===== src/rtl/burn_pkg.sv =====
package burn_pkg;
  typedef enum logic [2:0] {
    ST_IDLE,
    ST_FETCH,
    ST_SETUP,
    ST_PULSE,
    ST_HOLD,
    ST_VERIFY
  } burn_state_e;
endpackage


===== src/rtl/burn_delay.sv =====
// Loadable down-counter used to time each phase.
module burn_delay #(
  parameter int W = 8
) (
  input  logic         clk,
  input  logic         rst_n,
  input  logic         load,
  input  logic [W-1:0] load_val,
  output logic         zero
);
  logic [W-1:0] cnt;

  always_ff @(posedge clk or negedge rst_n) begin
    if (!rst_n)          cnt <= '0;
    else if (load)       cnt <= load_val;
    else if (cnt != '0)  cnt <= cnt - 1'b1;
  end

  assign zero = (cnt == '0);
endmodule


===== src/rtl/burn_walker.sv =====
// Tracks the current address and the number of bytes still to burn.
module burn_walker #(
  parameter int ADDR_W = 16,
  parameter int CNT_W  = 17
) (
  input  logic              clk,
  input  logic              rst_n,
  input  logic              init,
  input  logic [ADDR_W-1:0] init_addr,
  input  logic [CNT_W-1:0]  init_count,
  input  logic              step,
  output logic [ADDR_W-1:0] addr,
  output logic              last
);
  logic [CNT_W-1:0] remaining;

  always_ff @(posedge clk or negedge rst_n) begin
    if (!rst_n) begin
      addr      <= '0;
      remaining <= '0;
    end else if (init) begin
      addr      <= init_addr;
      remaining <= init_count;
    end else if (step) begin
      addr      <= addr + 1'b1;
      remaining <= remaining - 1'b1;
    end
  end

  assign last = (remaining == CNT_W'(1));
endmodule


===== src/rtl/burn_seq.sv =====
module burn_seq
  import burn_pkg::*;
#(
  parameter int ADDR_W     = 16,
  parameter int DATA_W     = 8,
  parameter int CNT_W      = 17,
  parameter int CLK_HZ     = 50_000_000,
  parameter int PULSE_US   = 100,
  parameter int MAX_PULSES = 25,
  parameter int SETUP_CYC  = 2,
  parameter int HOLD_CYC   = 2,
  parameter int ACCESS_CYC = 3
) (
  input  logic                              clk,
  input  logic                              rst_n,
  input  logic                              start,
  input  logic [ADDR_W-1:0]                 start_addr,
  input  logic [CNT_W-1:0]                  byte_count,
  input  logic                              src_valid,
  output logic                              src_ready,
  input  logic [DATA_W-1:0]                 src_data,
  output logic [ADDR_W-1:0]                 mem_addr,
  output logic [DATA_W-1:0]                 mem_wdata,
  output logic                              mem_wdata_oe,
  input  logic [DATA_W-1:0]                 mem_rdata,
  output logic                              mem_pgm_n,
  output logic                              vpp_en,
  output logic                              vcc_hi_en,
  output logic                              busy,
  output logic                              done,
  output logic                              fail,
  output logic [ADDR_W-1:0]                 fail_addr,
  output logic [$clog2(MAX_PULSES+1)-1:0]   fail_pulses
);
  localparam int PULSE_CYC = (CLK_HZ / 1000) * PULSE_US / 1000;
  localparam int SPAN_A    = (PULSE_CYC > SETUP_CYC) ? PULSE_CYC : SETUP_CYC;
  localparam int SPAN_B    = (HOLD_CYC > ACCESS_CYC) ? HOLD_CYC : ACCESS_CYC;
  localparam int LONGEST   = (SPAN_A > SPAN_B) ? SPAN_A : SPAN_B;
  localparam int TMR_W     = $clog2(LONGEST + 1);
  localparam int PC_W      = $clog2(MAX_PULSES + 1);
  localparam logic [TMR_W-1:0] T_SETUP  = TMR_W'(SETUP_CYC - 1);
  localparam logic [TMR_W-1:0] T_PULSE  = TMR_W'(PULSE_CYC - 1);
  localparam logic [TMR_W-1:0] T_HOLD   = TMR_W'(HOLD_CYC - 1);
  localparam logic [TMR_W-1:0] T_ACCESS = TMR_W'(ACCESS_CYC - 1);
  localparam logic [DATA_W-1:0] ERASED  = '1;

  burn_state_e       st, nxt;
  logic [DATA_W-1:0] wdata;
  logic [PC_W-1:0]   pcnt;
  logic              t_load, t_zero;
  logic [TMR_W-1:0]  t_val;
  logic              accept, bump, adv, finish, bad, begin_run, last;
  logic [ADDR_W-1:0] addr;

  burn_delay #(.W(TMR_W)) u_delay (
    .clk(clk), .rst_n(rst_n), .load(t_load), .load_val(t_val), .zero(t_zero)
  );

  burn_walker #(.ADDR_W(ADDR_W), .CNT_W(CNT_W)) u_walker (
    .clk(clk), .rst_n(rst_n), .init(begin_run), .init_addr(start_addr),
    .init_count(byte_count), .step(adv), .addr(addr), .last(last)
  );

  always_comb begin
    nxt       = st;
    t_load    = 1'b0;
    t_val     = '0;
    accept    = 1'b0;
    bump      = 1'b0;
    adv       = 1'b0;
    finish    = 1'b0;
    bad       = 1'b0;
    begin_run = 1'b0;
    unique case (st)
      ST_IDLE: if (start) begin
        begin_run = 1'b1;
        if (byte_count == '0) finish = 1'b1;
        else                  nxt = ST_FETCH;
      end
      ST_FETCH: if (src_valid) begin
        accept = 1'b1;
        t_load = 1'b1;
        if (src_data == ERASED) begin
          nxt   = ST_VERIFY;
          t_val = T_ACCESS;
        end else begin
          nxt   = ST_SETUP;
          t_val = T_SETUP;
        end
      end
      ST_SETUP: if (t_zero) begin
        nxt    = ST_PULSE;
        t_load = 1'b1;
        t_val  = T_PULSE;
        bump   = 1'b1;
      end
      ST_PULSE: if (t_zero) begin
        nxt    = ST_HOLD;
        t_load = 1'b1;
        t_val  = T_HOLD;
      end
      ST_HOLD: if (t_zero) begin
        nxt    = ST_VERIFY;
        t_load = 1'b1;
        t_val  = T_ACCESS;
      end
      ST_VERIFY: if (t_zero) begin
        if (mem_rdata == wdata) begin
          if (last) begin
            finish = 1'b1;
            nxt    = ST_IDLE;
          end else begin
            adv = 1'b1;
            nxt = ST_FETCH;
          end
        end else if (pcnt == PC_W'(MAX_PULSES) || wdata == ERASED) begin
          finish = 1'b1;
          bad    = 1'b1;
          nxt    = ST_IDLE;
        end else begin
          nxt    = ST_SETUP;
          t_load = 1'b1;
          t_val  = T_SETUP;
        end
      end
      default: nxt = ST_IDLE;
    endcase
  end

  always_ff @(posedge clk or negedge rst_n) begin
    if (!rst_n) begin
      st          <= ST_IDLE;
      wdata       <= '0;
      pcnt        <= '0;
      done        <= 1'b0;
      fail        <= 1'b0;
      fail_addr   <= '0;
      fail_pulses <= '0;
    end else begin
      st   <= nxt;
      done <= finish;
      if (accept)    wdata <= src_data;
      if (accept)    pcnt  <= '0;
      else if (bump) pcnt  <= pcnt + 1'b1;
      if (begin_run) begin
        fail        <= 1'b0;
        fail_addr   <= '0;
        fail_pulses <= '0;
      end
      if (bad) begin
        fail        <= 1'b1;
        fail_addr   <= addr;
        fail_pulses <= pcnt;
      end
    end
  end

  assign src_ready    = (st == ST_FETCH);
  assign mem_addr     = addr;
  assign mem_wdata    = wdata;
  assign mem_wdata_oe = (st == ST_SETUP) || (st == ST_PULSE) || (st == ST_HOLD);
  assign mem_pgm_n    = (st != ST_PULSE);
  assign busy         = (st != ST_IDLE);
  assign vpp_en       = busy;
  assign vcc_hi_en    = busy;
endmodule


===== config.mk =====
export PLATFORM = sky130hd
export DESIGN_NAME = burn_seq
export DESIGN_NICKNAME = d
export VERILOG_FILES = /design/src/rtl/burn_pkg.sv /design/src/rtl/burn_delay.sv /design/src/rtl/burn_walker.sv /design/src/rtl/burn_seq.sv
export SDC_FILE = /design/constraint.sdc
export NUM_CORES = 1
export LEC_CHECK = 0
export BUFFER_PORTS_ARGS = -buffer_cell sky130_fd_sc_hd__buf_2
export CORE_AREA = 5 5 105 107
export DETAILED_ROUTE_END_ITERATION = 6
export DIE_AREA = 0 0 110 112
export HOLD_SLACK_MARGIN = 0.03
export PLACE_DENSITY = 0.86
export SLEW_MARGIN = 15
export SYNTH_ARGS = -nofsm -noshare
export SYNTH_HDL_FRONTEND = slang
export SYNTH_SLANG_ARGS = --single-unit

===== constraint.sdc =====
create_clock -name clk -period 2.9 [get_ports clk]
set_input_delay 0.58 -clock clk [delete_from_list [all_inputs] [get_ports clk]]
set_output_delay 0.58 -clock clk [all_outputs]
set_load 0.01 [all_outputs]

After elaboration in Yosys (flattened, before gate mapping)
Index checks and enable logic that the tools add are counted.

$add $sub $neg: 4. Eq/ne operators: 18. Muxes and demuxes: 59. Reductions and logical operators: 14.

Operator list (count): one-hot mux 13 bit (5 select lines) (1); two-way mux 16 bit (4); two-way mux 13 bit (3); two-way mux 17 bit (2); two-way mux 1 bit (29); two-way mux 3 bit (9); two-way mux 5 bit (4); one-hot mux 3 bit (6 select lines) (1); == test 17 x 1 -> 1 bit (second input constant) (1); zero test 17 bit (1); subtractor 17 x 1 -> 17 bit (second input constant) (1); adder 16 x 1 -> 16 bit (second input constant) (1); == test 8 bit (second input constant) (2); != test 2 bit (second input constant) (7); zero test 13 bit (1); nonzero test 13 bit (1); subtractor 13 x 1 -> 13 bit (second input constant) (1); == test 8 bit (1); two-way mux 2 bit (4); nonzero test 2 bit (4); AND reduction 7 bit (1); == test 3 x 2 -> 1 bit (second input constant) (2); == test 3 bit (second input constant) (2); adder 5 x 1 -> 5 bit (second input constant) (1); other kinds (9) (11).

Register bits after elaboration: 85. Input port bits: 53. Output and inout port bits: 53. Logic and storage cells: 105.

Depth between registers and ports, before layout
Gate-level depths: netlist (run 1).

Depth in word-level cells: 7. Gate-level depth with buffers: 11. Mapped depth without buffers: 8.

Hierarchy
A second synthesis (run 1) with hierarchy kept.

Cell total of the unflattened synthesis: 525. Area total of the unflattened synthesis: 4777.1 µm².

By module, submodules not included: burn_seq (instances 1, cells an instance 238, area each 2162.1 µm², sequential area each 975.9 µm²); burn_walker (instances 1, cells an instance 205, area each 1848.0 µm², sequential area each 825.8 µm²); burn_delay (instances 1, cells an instance 82, area each 767.0 µm², sequential area each 325.3 µm²).

Worst setup path after synthesis (run 1)
Ideal clock, no wire load.

Path kind: flip-flop to flip-flop. Start: register u_delay.cnt[0]. End: register u_walker.addr[7]. Setup time: 0.082 ns. Arrival time: 2.742 ns. Data required time: 2.818 ns. Setup slack: 0.077 ns. Stages on the path, launching flop included: 10. Path buffers: 1. Period minus slack after synthesis: 2.823 ns. Cell sequence: dfrtp_1 > inv_1 > ha_1 > or3b_2 > clkbuf_1 > or3_1 > or3_4 > or3_1 > or3_1 > a31oi_1.

Longest elaborated chain between the ends: 4.

Ends and longest elaborated chain: from (decl) (line burn_delay.sv:11) `logic [W-1:0] cnt;`; from (signal assigned) (line burn_delay.sv:15) `else if (load) cnt <= load_val;`; from (signal assigned) (line burn_delay.sv:16) `else if (cnt != '0) cnt <= cnt - 1'b1;`; zero test 13 bit (line burn_delay.sv:19) `assign zero = (cnt == '0);`; two-way mux 1 bit (line burn_seq.sv:107) `ST_VERIFY: if (t_zero) begin`; two-way mux 1 bit (line burn_seq.sv:74) `unique case (st)`; nonzero test 2 bit (no source line); to (signal assigned) (line burn_walker.sv:22) `addr <= init_addr;`; to (signal assigned) (line burn_walker.sv:25) `addr <= addr + 1'b1;`; to (decl) (line burn_walker.sv:12) `output logic [ADDR_W-1:0] addr,`.

No other way between the ends. A chain may end at the register's enable or synchronous reset.

Worst setup path in the final report (run 1)
Start: register u_walker.remaining[12]. End: register u_walker.addr[12].

Longest elaborated chain between the ends: 6.

Ends and longest elaborated chain: from (decl) (line burn_walker.sv:15) `logic [CNT_W-1:0] remaining;`; from (signal assigned) (line burn_walker.sv:23) `remaining <= init_count;`; from (signal assigned) (line burn_walker.sv:26) `remaining <= remaining - 1'b1;`; == test 17 x 1 -> 1 bit (line burn_walker.sv:30) `assign last = (remaining == CNT_W'(1));`; two-way mux 1 bit (line burn_seq.sv:109) `if (last) begin`; two-way mux 1 bit (line burn_seq.sv:108) `if (mem_rdata == wdata) begin`; two-way mux 1 bit (line burn_seq.sv:107); two-way mux 1 bit (line burn_seq.sv:74); nonzero test 2 bit (no source line).

No other way between the ends.

==> results of run 1 <==
==> final timing paths <==
kind | start | endpoint | slack (ns) | depth (start not counted)
worst min-delay path | rst_n | fail_addr[3]$_DFFE_PN0P_ | 0.26 | 1
worst max-delay path | u_walker.remaining[12]$_DFFE_PN0P_ | u_walker.addr[12]$_DFFE_PN0P_ | 0.07 | 8
min in group clk | src_data[1] | mem_wdata[1]$_DFFE_PN0P_ | 0.42 | 3
worst min register to register | fail$_DFFE_PN0P_ | fail$_DFFE_PN0P_ | 0.48 | 1
worst max register to register | u_walker.remaining[12]$_DFFE_PN0P_ | u_walker.addr[12]$_DFFE_PN0P_ | 0.07 | 8
max in group asynchronous | rst_n | u_delay.cnt[6]$_DFFE_PN0P_ | 2.01 | 2
==> cells in the mapped netlist, drive strengths merged (2+ instances only) <==
cell | n | area [sq um]
a211oi | 9 | 67.6
a21bo | 2 | 20.0
a21boi | 7 | 52.6
a21o | 3 | 22.5
a21oi | 14 | 70.1
a22o | 2 | 17.5
a311oi | 2 | 17.5
a31oi | 8 | 50.1
and2 | 9 | 56.3
and3 | 6 | 37.5
and4 | 2 | 17.5
buf | 9 | 55.0
clkbuf | 26 | 97.6
dfrtp | 85 | 2130
ha | 8 | 100
inv | 18 | 67.6
mux2 | 2 | 22.5
nand2 | 98 | 368
nand2b | 2 | 12.5
nand3 | 7 | 35.0
nand3b | 3 | 22.5
nand4 | 14 | 87.6
nand4b | 2 | 17.5
nor2 | 56 | 210
nor2b | 2 | 12.5
nor3 | 16 | 85.1
nor4 | 18 | 113
o211ai | 4 | 30.0
o21a | 6 | 45.0
o21ai | 39 | 195
o221a | 2 | 22.5
o22ai | 2 | 12.5
o31ai | 3 | 22.5
o32ai | 2 | 17.5
or3 | 8 | 55.1
or4 | 7 | 56.3
xnor2 | 16 | 140
xor2 | 13 | 114
==> kinds of logic (layout without fill, tap and decap cells) <==
group                    count (synthesis)  count (layout)  share of synthesized area (%)
XOR/XNOR                                29              29                           5.36
AND/OR/NAND/NOR                        255             255                           26.2
AO/OA/AOI/OAI                          116             116                           16.1
multiplexers                             3               3                          0.687
adder cells (fa/ha/maj)                  8               8                           2.11
flip-flops                              85              85                           44.9
buffers and inverters                   53             165                           4.65
==> stage by stage <==
step	total power, mW	TNS, ns	cell area [sq um]
finish	2.05	0	5690
CTS	2.07	0	5680
floorplan	1.23	0	4730
global placement	1.31	0	5500
global route	2.12	-0.0145	5690
detailed placement	1.31	0	5500
==> power breakdown <==
part	internal [mW]	switching [mW]	total (mW)
registers	1.19	0.00134	1.19
clock network	0.314	0.456	0.769
logic	0.0403	0.0567	0.0970
total	1.54	0.514	2.05
==> routing by layer <==
layer / vias to the layer above / part of all wire, % / wire length (um)
met5: - / 0 / 0
met3: 20 / 7.2 / 940
li1: 2150 / - / -
met1: 2179 / 42 / 5530
met2: 189 / 49 / 6440
met4: 0 / 1.5 / 197
==> flip-flops by register name, indices dropped and copies added, names as in the netlist <==
register	count
mem_wdata	8
st	3
done	1
u_walker.remaining	17
pcnt	5
fail_pulses	5
fail_addr	16
u_delay.cnt	13
fail	1
u_walker.addr	16
==> worst max-delay path, stage by stage (launching register included) <==
cell and delay [ns]:
dfrtp_1 0.42, or4_1 0.58, or4b_2 0.70, nor2_2 0.19, buf_4 0.16, nor3_2 0.05
buf_4 0.18, and3_1 0.17, a221oi_1 0.29
==> layout make-up <==
| cell class | count | area [sq um] |
|---|---|---|
| clock inverters | 7 | 52.6 |
| clock buffers | 9 | 124 |
| repair buffers | 131 | 736 |
| multi-input cells | 411 | 2420 |
| flip-flops and latches | 85 | 2130 |
| inverters | 18 | 67.6 |
| well taps | 136 | 170 |
| fillers | 918 | 4350 |
==> repair_timing <==
| item | in CTS | in global routing |
|---|---|---|
| endpoints found under the setup margin | 2 | 32 |
| hold buffers | 0 | 0 |
| pin swaps | 0 | 0 |
| gates resized for setup | 1 | 4 |
| cloned | 0 | 0 |
==> flow_summary.json, run 1 <==
{
  "drc": 0,
  "layout_common_cells": "104 x buf_2, 97 x nand2_1, 85 x dfrtp_1",
  "hold_viol": 0,
  "min_period_over_period_pct": 97.4,
  "clkSinkCount": 85,
  "antenna_left": 0,
  "crit_arrival_ns": 3.10,
  "peakVddDrop_v": 0.000174,
  "grt_first_pass_wirelength_um": 21900,
  "grt_max_degree": 56,
  "die-area_sq_mm": 0.0123,
  "holdCritPathClass": "primary input to asynchronous set/reset pin",
  "num_vias": 4538,
  "ys_warn_count": 0,
  "avgViaCountPerCell": 5.69,
  "clk_pin_slew_worst_paths_ns": 0.09,
  "syn_nets": 610,
  "p_leak_nw": 2.70,
  "rsz0062_at_grt": "yes",
  "grt_use_met2_pct": 35.2,
  "fin_skew_ns": 0.0100,
  "initial_core_util_pct": 47.1,
  "grt_pass1_vias": 4537,
  "ys_ff_latch": 85,
  "syn_inst": 549,
  "synth_ff_type": "dfrtp_1",
  "mostFrequentLayoutCell": "buf_2",
  "path_class": "flop to flop",
  "yosysSeqAreaShare_pct": 44.9,
  "die_w_um": 110,
  "dr.pass1.iters": 5,
  "clk_path_buf_depth": 2,
  "tightest_slew_ns": 0.703,
  "grt_antenna_before_repair": 0,
  "fin_crit_ns": 2.83,
  "placedCellCount": 781,
  "gp_congestion": 0.913,
  "grt.met3_usage_pct": 4.93,
  "gr-total-overflow": 0,
  "cts_buffers": 9,
  "drive_gt1_share_pct": 25.1,
  "finalSetupViolCount": 0,
  "maxCapViolations": 0,
  "synth.distinct_cells": 62,
  "max_freq_mhz": 354,
  "nets": 717,
  "worst_slack_ns": 0.0748,
  "htree_levels": 3,
  "antenna_cells": 0,
  "synthArstFlopShare_pct": 100,
  "drt-initial-drc-count": 295,
  "area_growth_pct": 20.3,
  "die_h_um": 112,
  "hpwl_um": 9660,
  "required_ns": 3.17,
  "post_cts_buffers": 0,
  "maxSlewViolCount": 0,
  "grtUsageTotal_pct": 21.9,
  "core_sq_mm": 0.0100,
  "wl_um": 13100,
  "end_kind": "flop",
  "port_buffers": 105,
  "post_drt_wl_per_cell_um": 16.4,
  "io_pins": 106,
  "cp_max_fo": 11,
  "instances_no_fill": 797,
  "rows": 37,
  "post-place-ws_ns": 0.0312,
  "tritoncts": "done",
  "netlist_area_sq_mm": 0.00473,
  "insertion_delay_ns": 0.37,
  "synth_edf_count": 0,
  "powerDensity_mw_per_mm2": 361,
  "grt_busiest_layer": "met2",
  "outcome": "finished, final reports clean",
  "cp-start-kind": "flop",
  "avgSynthCellArea_sq_um": 8.62,
  "maxSlewHeadroom_pct": 53.1,
  "hold_ws_ns": 0.256,
  "cts_root_buffer": "clkbuf_8",
  "fin_util_pct": 56.7,
  "met1_usage_pct": 29.3
}
Power figures use the tool's default switching activity.
==> inputs of run 2 (changes only) <==
--- a/config.mk
+++ b/config.mk
@@ -6,11 +6,11 @@
 export NUM_CORES = 1
 export LEC_CHECK = 0
 export BUFFER_PORTS_ARGS = -buffer_cell sky130_fd_sc_hd__buf_2
-export CORE_AREA = 5 5 105 107
+export CORE_AREA = 5 5 96 98
 export DETAILED_ROUTE_END_ITERATION = 6
-export DIE_AREA = 0 0 110 112
+export DIE_AREA = 0 0 101 103
 export HOLD_SLACK_MARGIN = 0.03
-export PLACE_DENSITY = 0.86
+export PLACE_DENSITY = 0.95
 export SLEW_MARGIN = 15
 export SYNTH_ARGS = -nofsm -noshare
 export SYNTH_HDL_FRONTEND = slang
==> constraint.sdc (replaced) <==
create_clock -name clk -period 3.65 [get_ports clk]
set_input_delay 0.73 -clock clk [delete_from_list [all_inputs] [get_ports clk]]
set_output_delay 0.73 -clock clk [all_outputs]
set_load 0.01 [all_outputs]
==> flow_summary.json, run 2 (synthesized netlist as in run 1, its figures left out) <==
{
  "outcome": "finished, final reports clean",
  "post_drt_wl_per_cell_um": 16.7,
  "rows": 34,
  "antenna_cells": 0,
  "clkSinkCount": 85,
  "rsz0062_at_grt": "no",
  "cts_buffers": 9,
  "reg2reg_from": "u_delay.cnt[0]$_DFFE_PN0P_",
  "maxSlewViolCount": 0,
  "cpMaxStageDelayCell": "or3_1",
  "die-area_sq_mm": 0.0104,
  "finalSetupViolCount": 0,
  "area_growth_pct": 16.7,
  "registers.top_by_ff_count": "u_walker.remaining",
  "p_int_mw": 1.37,
  "port_buffers": 105,
  "p_seq_share_pct": 52.8,
  "path_delay_family": "simple AND/OR/NAND/NOR gates",
  "grt_pass1_vias": 4264,
  "fin_tns_setup_ns": 0,
  "cp_slowest_stage_delay_ns": 0.61,
  "cp_max_fo": 13,
  "drive_gt1_share_pct": 22.2,
  "peakVddDrop_v": 0.000188,
  "required_ns": 3.94,
  "path_class": "flop to flop",
  "cts_root_buffer": "clkbuf_8",
  "grt_first_pass_wirelength_um": 20500,
  "layout_common_cells": "104 x buf_2, 97 x nand2_1, 85 x dfrtp_1",
  "initial_core_util_pct": 56.5,
  "fillers": 619,
  "cp_cell_sequence": "inv_1 > ha_1 > or3b_2 > nor4_1 > nand2b_1 > or3_1 > or4_1 > o211ai_1",
  "post_cts_buffers": 0,
  "grt_antenna_before_repair": 0,
  "gr-total-overflow": 0,
  "cp-start-kind": "flop",
  "holdCritPathClass": "primary input to asynchronous set/reset pin",
  "max_freq_mhz": 322,
  "tritoncts": "done",
  "grtUsageTotal_pct": 24.5,
  "fin_skew_ns": 0.0201,
  "htree_levels": 3,
  "p_leak_nw": 2.60,
  "hpwl_um": 8840,
  "mostFrequentLayoutCell": "buf_2",
  "core_sq_mm": 0.00838,
  "die_w_um": 101,
  "swShare_pct": 23.6,
  "tightest_slew_ns": 0.759,
  "gp_congestion": 0.915,
  "clk_pin_slew_worst_paths_ns": 0.10,
  "dr.pass1.iters": 5,
  "setup.worst_path.start": "u_delay.cnt[0]$_DFFE_PN0P_",
  "clk_path_buf_depth": 2,
  "p_sw_mw": 0.423,
  "clkPwrFrac_pct": 43.3,
  "powerDensity_mw_per_mm2": 324,
  "min_period_over_period_pct": 85.2,
  "cp.buffers_inverters": 1,
  "fin_crit_ns": 3.11,
  "die_h_um": 103,
  "antenna_left": 0,
  "avgViaCountPerCell": 6.02,
  "grt_max_degree": 86,
  "finalInstanceArea_sq_mm": 0.00552,
  "wl_um": 12500,
  "hold_viol": 0,
  "power.share.combinational_pct": 3.8,
  "cts_resized": 0,
  "hold_ws_ns": 0.402,
  "placed_area_sq_mm": 0.00529,
  "insertion_delay_ns": 0.37,
  "cts_hold_buf": 0,
  "largest_reg_flops": 17,
  "num_vias": 4500,
  "nets": 696,
  "drc": 0,
  "io_pins": 106,
  "largestRegisters": "u_walker.remaining x17, fail_addr x16, u_walker.addr x16",
  "maxSlewHeadroom_pct": 49.4,
  "end_kind": "flop",
  "crit_arrival_ns": 3.40,
  "drt-initial-drc-count": 275,
  "maxCapViolations": 0
}
[run 2: cell types whose count changed in the layout (fill, tap and decap cells not counted), sizes merged]
cell    change
clkinv      -5
buf        -21
bufinv      +2
inv         +3
[run 2: path summary, 6_finish.rpt]
check | to | depth (start not counted) | slack [ns]
max in group asynchronous | u_delay.cnt[0]$_DFFE_PN0P_ | 1 | 2.72
setup reg to reg | u_walker.remaining[15]$_DFFE_PN0P_ | 8 | 0.54
setup / recovery | u_walker.remaining[15]$_DFFE_PN0P_ | 8 | 0.54
hold / removal | fail_addr[4]$_DFFE_PN0P_ | 1 | 0.40
min in group clk | fail$_DFFE_PN0P_ | 1 | 0.48
hold reg to reg | fail$_DFFE_PN0P_ | 1 | 0.48
[run 2: routing by layer]
layer / GRT usage [%] / vias to the layer above / routed length (um) / share of wire [%]
li1: - / 2110 / - / -
met1: 31.6 / 2148 / 5060 / 40
met2: 41.9 / 216 / 6120 / 49
met3: 3.92 / 26 / 1020 / 8.2
met4: 9.30 / 0 / 287 / 2.3
met5: 0 / - / 0 / 0
[run 2: power groups by stage]
stage	Sequential (mW)	Combinational (mW)	Clock (mW)
3_5_place_dp	0.964	0.0680	0
2_1_floorplan	0.961	0.0147	0
4_1_cts	0.945	0.0689	0.775
6_report	0.945	0.0684	0.776
3_3_place_gp	0.963	0.0674	0
5_1_grt	0.946	0.0770	0.820
[run 2: cell type report]
| cell class | instances | area, sq um | share of cell area (%) |
|---|---|---|---|
| timing repair buffer | 110 | 569 | 10.3 |
| clock buffer | 9 | 124 | 2.24 |
| sequential | 85 | 2130 | 38.5 |
| inverter | 18 | 67.6 | 1.22 |
| multi-input combinational | 411 | 2400 | 43.4 |
| clock inverter | 7 | 105 | 1.90 |
| tap | 108 | 135 | 2.45 |
[run 2: stage by stage]
stage / instances / power (mW) / utilization (%) / worst slack, ns
floorplan: 549 / 0.976 / - / 0.827
global placement: 732 / 1.03 / 63.1 / 0.551
detailed placement: 732 / 1.03 / 63.1 / 0.357
CTS: 748 / 1.79 / 65.9 / 0.378
global route: 748 / 1.84 / 65.9 / 0.339
finish: 748 / 1.79 / 65.9 / 0.540
